## src/rtl/tos_pkg.sv

```systemverilog
package tos_pkg;
  // default bit count of the pulse length code
  localparam int PW_BITS_DEF = 2;

  typedef enum logic {
    MODE_PULSE = 1'b0,
    MODE_CLOCK = 1'b1
  } out_mode_e;
endpackage

```

## src/rtl/tos_pulse_gen.sv

```systemverilog
module tos_pulse_gen #(
  parameter int PW_BITS = 2
) (
  input  logic               clk,
  input  logic               rst_n,
  input  logic               run,
  input  logic               tick,
  input  logic               fire,
  input  logic [PW_BITS-1:0] width_code,
  output logic               level
);
  logic [PW_BITS-1:0] remain_q, remain_d;
  logic               level_q, level_d;

  always_comb begin
    remain_d = remain_q;
    level_d  = level_q;
    if (!run) begin
      remain_d = '0;
      level_d  = 1'b0;
    end else if (tick) begin
      if (fire) begin
        level_d  = 1'b1;
        remain_d = width_code;
      end else if (level_q) begin
        if (remain_q == '0) level_d = 1'b0;
        else                remain_d = remain_q - 1'b1;
      end
    end
  end

  always_ff @(posedge clk or negedge rst_n) begin
    if (!rst_n) begin
      remain_q <= '0;
      level_q  <= 1'b0;
    end else begin
      remain_q <= remain_d;
      level_q  <= level_d;
    end
  end

  assign level = level_q;


  pulse_start_chk: assert property (@(posedge clk) disable iff (!rst_n)
    (run && tick && fire) |=> (level_q && remain_q == $past(width_code)));


  remain_implies_high_chk: assert property (@(posedge clk) disable iff (!rst_n)
    (remain_q != '0) |-> level_q);


  hold_clears_chk: assert property (@(posedge clk) disable iff (!rst_n)
    !run |=> (!level_q && remain_q == '0));


  frozen_chk: assert property (@(posedge clk) disable iff (!rst_n)
    (run && !tick) |=> ($stable(level_q) && $stable(remain_q)));
endmodule

```

## src/rtl/tos_toggle_gen.sv

```systemverilog
module tos_toggle_gen (
  input  logic clk,
  input  logic rst_n,
  input  logic run,
  input  logic tick,
  input  logic fire,
  output logic level
);
  logic level_q, level_d;

  always_comb begin
    level_d = level_q;
    if (!run)              level_d = 1'b0;
    else if (tick && fire) level_d = ~level_q;
  end

  always_ff @(posedge clk or negedge rst_n) begin
    if (!rst_n) level_q <= 1'b0;
    else        level_q <= level_d;
  end

  assign level = level_q;


  toggle_flip_chk: assert property (@(posedge clk) disable iff (!rst_n)
    (run && tick && fire) |=> (level_q != $past(level_q)));


  toggle_hold_chk: assert property (@(posedge clk) disable iff (!rst_n)
    (run && !(tick && fire)) |=> $stable(level_q));


  toggle_hold_low_chk: assert property (@(posedge clk) disable iff (!rst_n)
    !run |=> !level_q);
endmodule

```

## src/rtl/tos_out_stage.sv

```systemverilog
module tos_out_stage (
  input  logic            clk,
  input  logic            rst_n,
  input  tos_pkg::out_mode_e mode,
  input  logic            pulse_level,
  input  logic            toggle_level,
  input  logic            invert,
  output logic            pin,
  output logic            status
);
  logic raw;

  always_comb begin
    raw = (mode == tos_pkg::MODE_CLOCK) ? toggle_level : pulse_level;
  end

  assign pin    = raw ^ invert;
  assign status = raw;


  reset_idle_chk: assert property (@(posedge clk)
    !rst_n |-> (!status && pin == invert));
endmodule

```

## src/rtl/tmr_out_shaper.sv

```systemverilog
module tmr_out_shaper #(
  parameter int PW_BITS = tos_pkg::PW_BITS_DEF
) (
  input  logic               clk,
  input  logic               rst_n,
  input  logic               half_run,
  input  logic               tick_en,
  input  logic               match,
  input  logic               clk_mode,
  input  logic [PW_BITS-1:0] pulse_width,
  input  logic               out_invert,
  output logic               pin_out,
  output logic               level_status
);
  tos_pkg::out_mode_e mode;
  logic               pulse_fire, toggle_fire;
  logic               pulse_lvl, toggle_lvl;

  assign mode        = tos_pkg::out_mode_e'(clk_mode);
  assign pulse_fire  = match && (mode == tos_pkg::MODE_PULSE);
  assign toggle_fire = match && (mode == tos_pkg::MODE_CLOCK);

  tos_pulse_gen #(.PW_BITS(PW_BITS)) u_pulse (
    .clk        (clk),
    .rst_n      (rst_n),
    .run        (half_run),
    .tick       (tick_en),
    .fire       (pulse_fire),
    .width_code (pulse_width),
    .level      (pulse_lvl)
  );

  tos_toggle_gen u_toggle (
    .clk   (clk),
    .rst_n (rst_n),
    .run   (half_run),
    .tick  (tick_en),
    .fire  (toggle_fire),
    .level (toggle_lvl)
  );

  tos_out_stage u_out (
    .clk          (clk),
    .rst_n        (rst_n),
    .mode         (mode),
    .pulse_level  (pulse_lvl),
    .toggle_level (toggle_lvl),
    .invert       (out_invert),
    .pin          (pin_out),
    .status       (level_status)
  );


  top_hold_low_chk: assert property (@(posedge clk) disable iff (!rst_n)
    !half_run |=> !level_status);
endmodule

```

## config.mk

```make
export PLATFORM = sky130hd
export DESIGN_NAME = tmr_out_shaper
export DESIGN_NICKNAME = d
export VERILOG_FILES = /design/src/rtl/tos_pkg.sv /design/src/rtl/tos_pulse_gen.sv /design/src/rtl/tos_toggle_gen.sv /design/src/rtl/tos_out_stage.sv /design/src/rtl/tmr_out_shaper.sv
export SDC_FILE = /design/constraint.sdc
export NUM_CORES = 1
export LEC_CHECK = 0
export BUFFER_PORTS_ARGS = -buffer_cell sky130_fd_sc_hd__buf_2
export CAP_MARGIN = 5
export CORE_AREA = 2 2 39 41
export DETAILED_ROUTE_END_ITERATION = 7
export DIE_AREA = 0 0 41 43
export MAX_ROUTING_LAYER = met4
export PLACE_DENSITY = 0.45
export RECOVER_POWER = 25
export SYNTH_ARGS = -nofsm -noshare
export SYNTH_HDL_FRONTEND = slang
export SYNTH_SLANG_ARGS = --single-unit
```

## constraint.sdc

```tcl
create_clock -name clk -period 1.9 [get_ports clk]
set_clock_uncertainty 0.2 [all_clocks]
set_input_delay 0.38 -clock clk [delete_from_list [all_inputs] [get_ports clk]]
set_output_delay 0.38 -clock clk [all_outputs]
set_load 0.005 [all_outputs]
```

==> After elaboration in Yosys (flattened, before gate mapping) <==
Cells that the tools add are included.
{ "classes": {"bitwise_logic": 3, "addsub": 1, "reduce_logical": 5, "n_eq_ne": 4, "muxes": 13} }
{ "ops": {"columns": ["cell", "count"], "rows": [
  ["2-bit two-way mux", 5],
  ["1-bit two-way mux", 8],
  ["2-bit by 1-bit != test with 1-bit output (second input constant)", 2],
  ["1-bit logical AND", 3],
  ["3-bit by 1-bit != test with 1-bit output (second input constant)", 1],
  ["3-bit != test (second input constant)", 1],
  ["3-bit AND reduction", 1],
  ["2-bit logical NOT", 1],
  ["1-bit NOT", 2],
  ["2-bit by 1-bit subtractor with 2-bit output (second input constant)", 1],
  ["1-bit XOR", 1]
]} }
{ "word_totals": {"elab_cells": 29, "out_inout_bits": 2, "ff_bits": 4, "inputBits": 9} }

==> Logic depth before layout (Yosys ltp) <==
{ "depth": {"depth_word": 6, "depth_mapped": 5, "depth_no_buf": 5} }

==> By module <==
Synthesis repeated with hierarchy kept, for this count alone.
{ "unflattened": {"hier_cells": 30, "area_unflattened_um2": 280.3} }
{ "by_module_without_submodules": {"columns": ["mod", "cells_each", "instances", "seq_area_each_um2", "area_per_inst_um2"], "rows": [
  ["tos_pulse_gen", 21, 1, 75.1, 191.4],
  ["tos_toggle_gen", 5, 1, 25.0, 48.8],
  ["tos_out_stage", 2, 1, 0.0, 23.8],
  ["tmr_out_shaper", 2, 1, 0.0, 16.3]
]} }

==> Worst setup path before layout <==
No wires, ideal clock.
{ "synth_path": {"path_kind": "input to output", "start": "input port clk_mode", "end": "output port pin_out", "path_buffers": 0, "path_slack_ps": 446, "arrival_time_ps": 874, "t_required_ps": 1320, "stages": 2, "cell_sequence": "mux2_2 -> xor2_1"} }
{ "synth_between": {"elab_chain_len": 2} }
{ "synth_lines": {"columns": ["element", "line", "text"], "rows": [
  ["from (decl)", "tmr_out_shaper.sv:9", "input logic clk_mode,"],
  ["1-bit two-way mux", "tos_out_stage.sv:14", "raw = (mode == tos_pkg::MODE_CLOCK) ? toggle_level : pulse_level;"],
  ["1-bit XOR", "tos_out_stage.sv:17", "assign pin = raw ^ invert;"],
  ["to (decl)", "tmr_out_shaper.sv:12", "output logic pin_out,"]
]} }
No other way between the ends.

==> Worst setup path after layout <==
{ "layout_path": {"start": "register u_pulse.level_q (netlist: u_pulse.level)", "end": "output port pin_out"} }
{ "layout_between": {"elab_chain_len": 2} }
{ "layout_lines": {"columns": ["element", "line", "text"], "rows": [
  ["from (decl)", "tos_pulse_gen.sv:13", "logic level_q, level_d;"],
  ["from (signal assigned)", "tos_pulse_gen.sv:38", "level_q <= level_d;"],
  ["1-bit two-way mux", "tos_out_stage.sv:14", null],
  ["1-bit XOR", "tos_out_stage.sv:17", null]
]} }
No other way between the ends.

==> reports/results.ini <==
[status]
status = finished, final reports clean

[logic_synthesis]
synth_edf_count = 0
yosysMostFrequentCell = dfrtp_1
synth-async-reset-ratio = 1.000
synthMuxAreaShare = 0.03947
synth-main-ff-cell = dfrtp_1
synthTopCellsByCount = dfrtp_1, inv_1
ys_warn_count = 0
synth_top_family_by_area = simple AND/OR/NAND/NOR gates
yosysUniqueCellTypes = 19
synth_top_area_frac = 0.3509
yosysSeqAreaShare = 0.3509
synth_area_um2 = 285.3
syn_nets = 41
yosys.area_share.simple = 0.2500
synthTopCellsByArea = dfrtp_1, xor2_1, o41ai_2
yosysTopAreaCell = dfrtp_1
avgSynthCellArea_um2 = 9.202
synth-compound-area-share = 0.1974
syn_inst = 31
synthAdderAreaFrac = 0.04386
synth-xor-area-share = 0.06140
ys_seq_elements = 4

[floorplanning]
die_area_um2 = 1763
core-area_um2 = 1384
die_x_um = 41
ios = 11
initial_core_util = 0.2061
row_count = 14
die-height_um = 43

[global_routing]
gr-usage-all-layers = 0.07843
antenna_found_initial = 0
overflow = 0
grt_pass1_vias = 241
grt_pass1_wl_um = 869
grt_max_degree = 9

[power]
clockPowerShare = 0.402
comb_power_share = 0.219
seqPwrFrac = 0.379
p_leak_nw = 0.1853
swShare = 0.2463
p_total_mw = 0.2532
p_per_area_nw_per_um2 = 663.5
p_int_mw = 0.1908
ir_drop_mv = 0.2529
power_switching_mw = 0.06237

[setup_path]
crit_type = reg2out
reg2reg_to = u_pulse.remain_q[0]
startpoint_type = flop
cp.arrival_ps = 1160
r2r_setup_slack_ps = 510
timing.rr.start = u_pulse.remain_q[0]
crit_fanout = 4
worstPathRequired_ps = 1320
cp-end-kind = output pin
reg2reg_depth = 5

[place]
gp_congestion = 0.6567
dp.cells = 56
port_buffers = 10
post-place-ws_ps = 213.5
dp_hpwl_um = 455
place_area_um2 = 350.3

[sta]
finalCritPeriodShare = 0.9137
setup_viol = 0
layout_setup_ws_ps = 164.0
period_needed_ps = 1736
fmaxAchievable_mhz = 576.0
worstMarginPinSlew_ps = 224.7
holdWs_ps = 237.7
finalSetupTns_ps = 0
hold_viol = 0
slew_viol_final = 0
rsz0062_at_grt = no
relSlewSlack = 0.8485

[clocking]
cts_tree = built
cts_made_buffers = 3
clock_latency_ps = 230
htree_num_levels = 1
cts_root_buffer = clkbuf_4
clkTransAtPathRegs_ps = 40
cts.sinks = 4
clockBufferDepth = 2

[route]
routed_wl_um = 540
drtAntennaViolNets = 0
drc = 0
wl_per_cell_um = 9.000
vias = 260
firstDrtPassIters = 1
viasPerCell = 4.333
first_iter_violations = 0

[finish]
post-route-util = 0.2758
drive_gt1_frac = 0.3409
nets = 56
final_area_um2 = 381.6
area_growth_pct = 33.77
fin_cells = 60
diodes = 0

[hold_path]
hold_path_depth = 2
hold_start = half_run
hp-class = in2reg
whs_endpoint = u_pulse.remain_q[1]

[job]
drv_cap = 0

[final cells by class]
class | instances | area (µm²)
flip-flops and latches | 4 | 100.1
repair buffers | 11 | 58.81
multi-input cells | 23 | 168.9
inverters | 3 | 11.26
well taps | 16 | 20.02
clock buffers | 3 | 22.52
fillers | 164 | 1002
[power by group through the flow]
| stage | Clock [mW] | Combinational, mW | Sequential [mW] |
|---|---|---|---|
| floorplan | 0 | 0.0349 | 0.0963 |
| global placement | 0 | 0.0555 | 0.0977 |
| detailed placement | 0 | 0.0553 | 0.0972 |
| CTS | 0.109 | 0.0572 | 0.0962 |
| global route | 0.111 | 0.0637 | 0.0967 |
| finish | 0.102 | 0.0555 | 0.0960 |
[worst max path at each step]
stage	startpoint	to	slack, ps	depth (start not counted)
6_report	u_pulse.level	pin_out	160	3
5_1_grt	u_pulse.level	pin_out	130	3
4_1_cts	u_pulse.level	pin_out	140	3
3_5_place_dp	clk_mode	pin_out	210	4
3_3_place_gp	clk_mode	pin_out	230	4
2_1_floorplan	clk_mode	pin_out	450	2
[layer usage]
| layer | vias up | part of all wire | GRT usage |
|---|---|---|---|
| met2 | 3 | 0.54 | 0.1125 |
| met4 | 0 | 0 | 0.08000 |
| li1 | 138 | - | - |
| met3 | 0 | 0.044 | 0.02094 |
| met1 | 119 | 0.41 | 0.07792 |
| met5 | - | 0 | - |
[cells in the final DEF, fill, tap and decap left out]
| cell | n |
|---|---|
| a311oi_1 | 1 |
| a31oi_1 | 1 |
| a41o_1 | 1 |
| buf_2 | 9 |
| clkbuf_1 | 1 |
| clkbuf_4 | 3 |
| dfrtp_1 | 4 |
| dlygate4sd3_1 | 1 |
| ha_1 | 1 |
| inv_1 | 3 |
| mux2_2 | 1 |
| nand2_1 | 2 |
| nand2b_1 | 2 |
| nand3_1 | 2 |
| nand3b_1 | 2 |
| nand4_1 | 1 |
| nor2_1 | 2 |
| nor2b_1 | 2 |
| o21ai_0 | 1 |
| o22a_2 | 1 |
| o41ai_2 | 1 |
| xor2_1 | 2 |
[cell families (layout without fill, tap and decap cells)]
logic type / count (synthesis) / in the layout
buffers and inverters: 4 / 17
flip-flops: 4 / 4
adder cells (fa/ha/maj): 1 / 1
XOR/XNOR: 2 / 2
AO/OA/AOI/OAI: 6 / 6
multiplexers: 1 / 1
AND/OR/NAND/NOR: 13 / 13
[repair_timing]
action | CTS | global route
resized for setup | 0 | 0
hold buffers | 1 | 0
buffers inserted | 0 | 0
endpoints found under the hold margin | 4 | 0
[sequential cells by signal, indices dropped and copies added (netlist names)]
name              cells
u_pulse.level         1
u_pulse.remain_q      2
u_toggle.level        1
[critical path, stage by stage (launching register included)]
cell	delay (ps)
dfrtp_1	390
mux2_2	280
xor2_1	140
buf_2	120
Power figures use the tool's default switching activity.
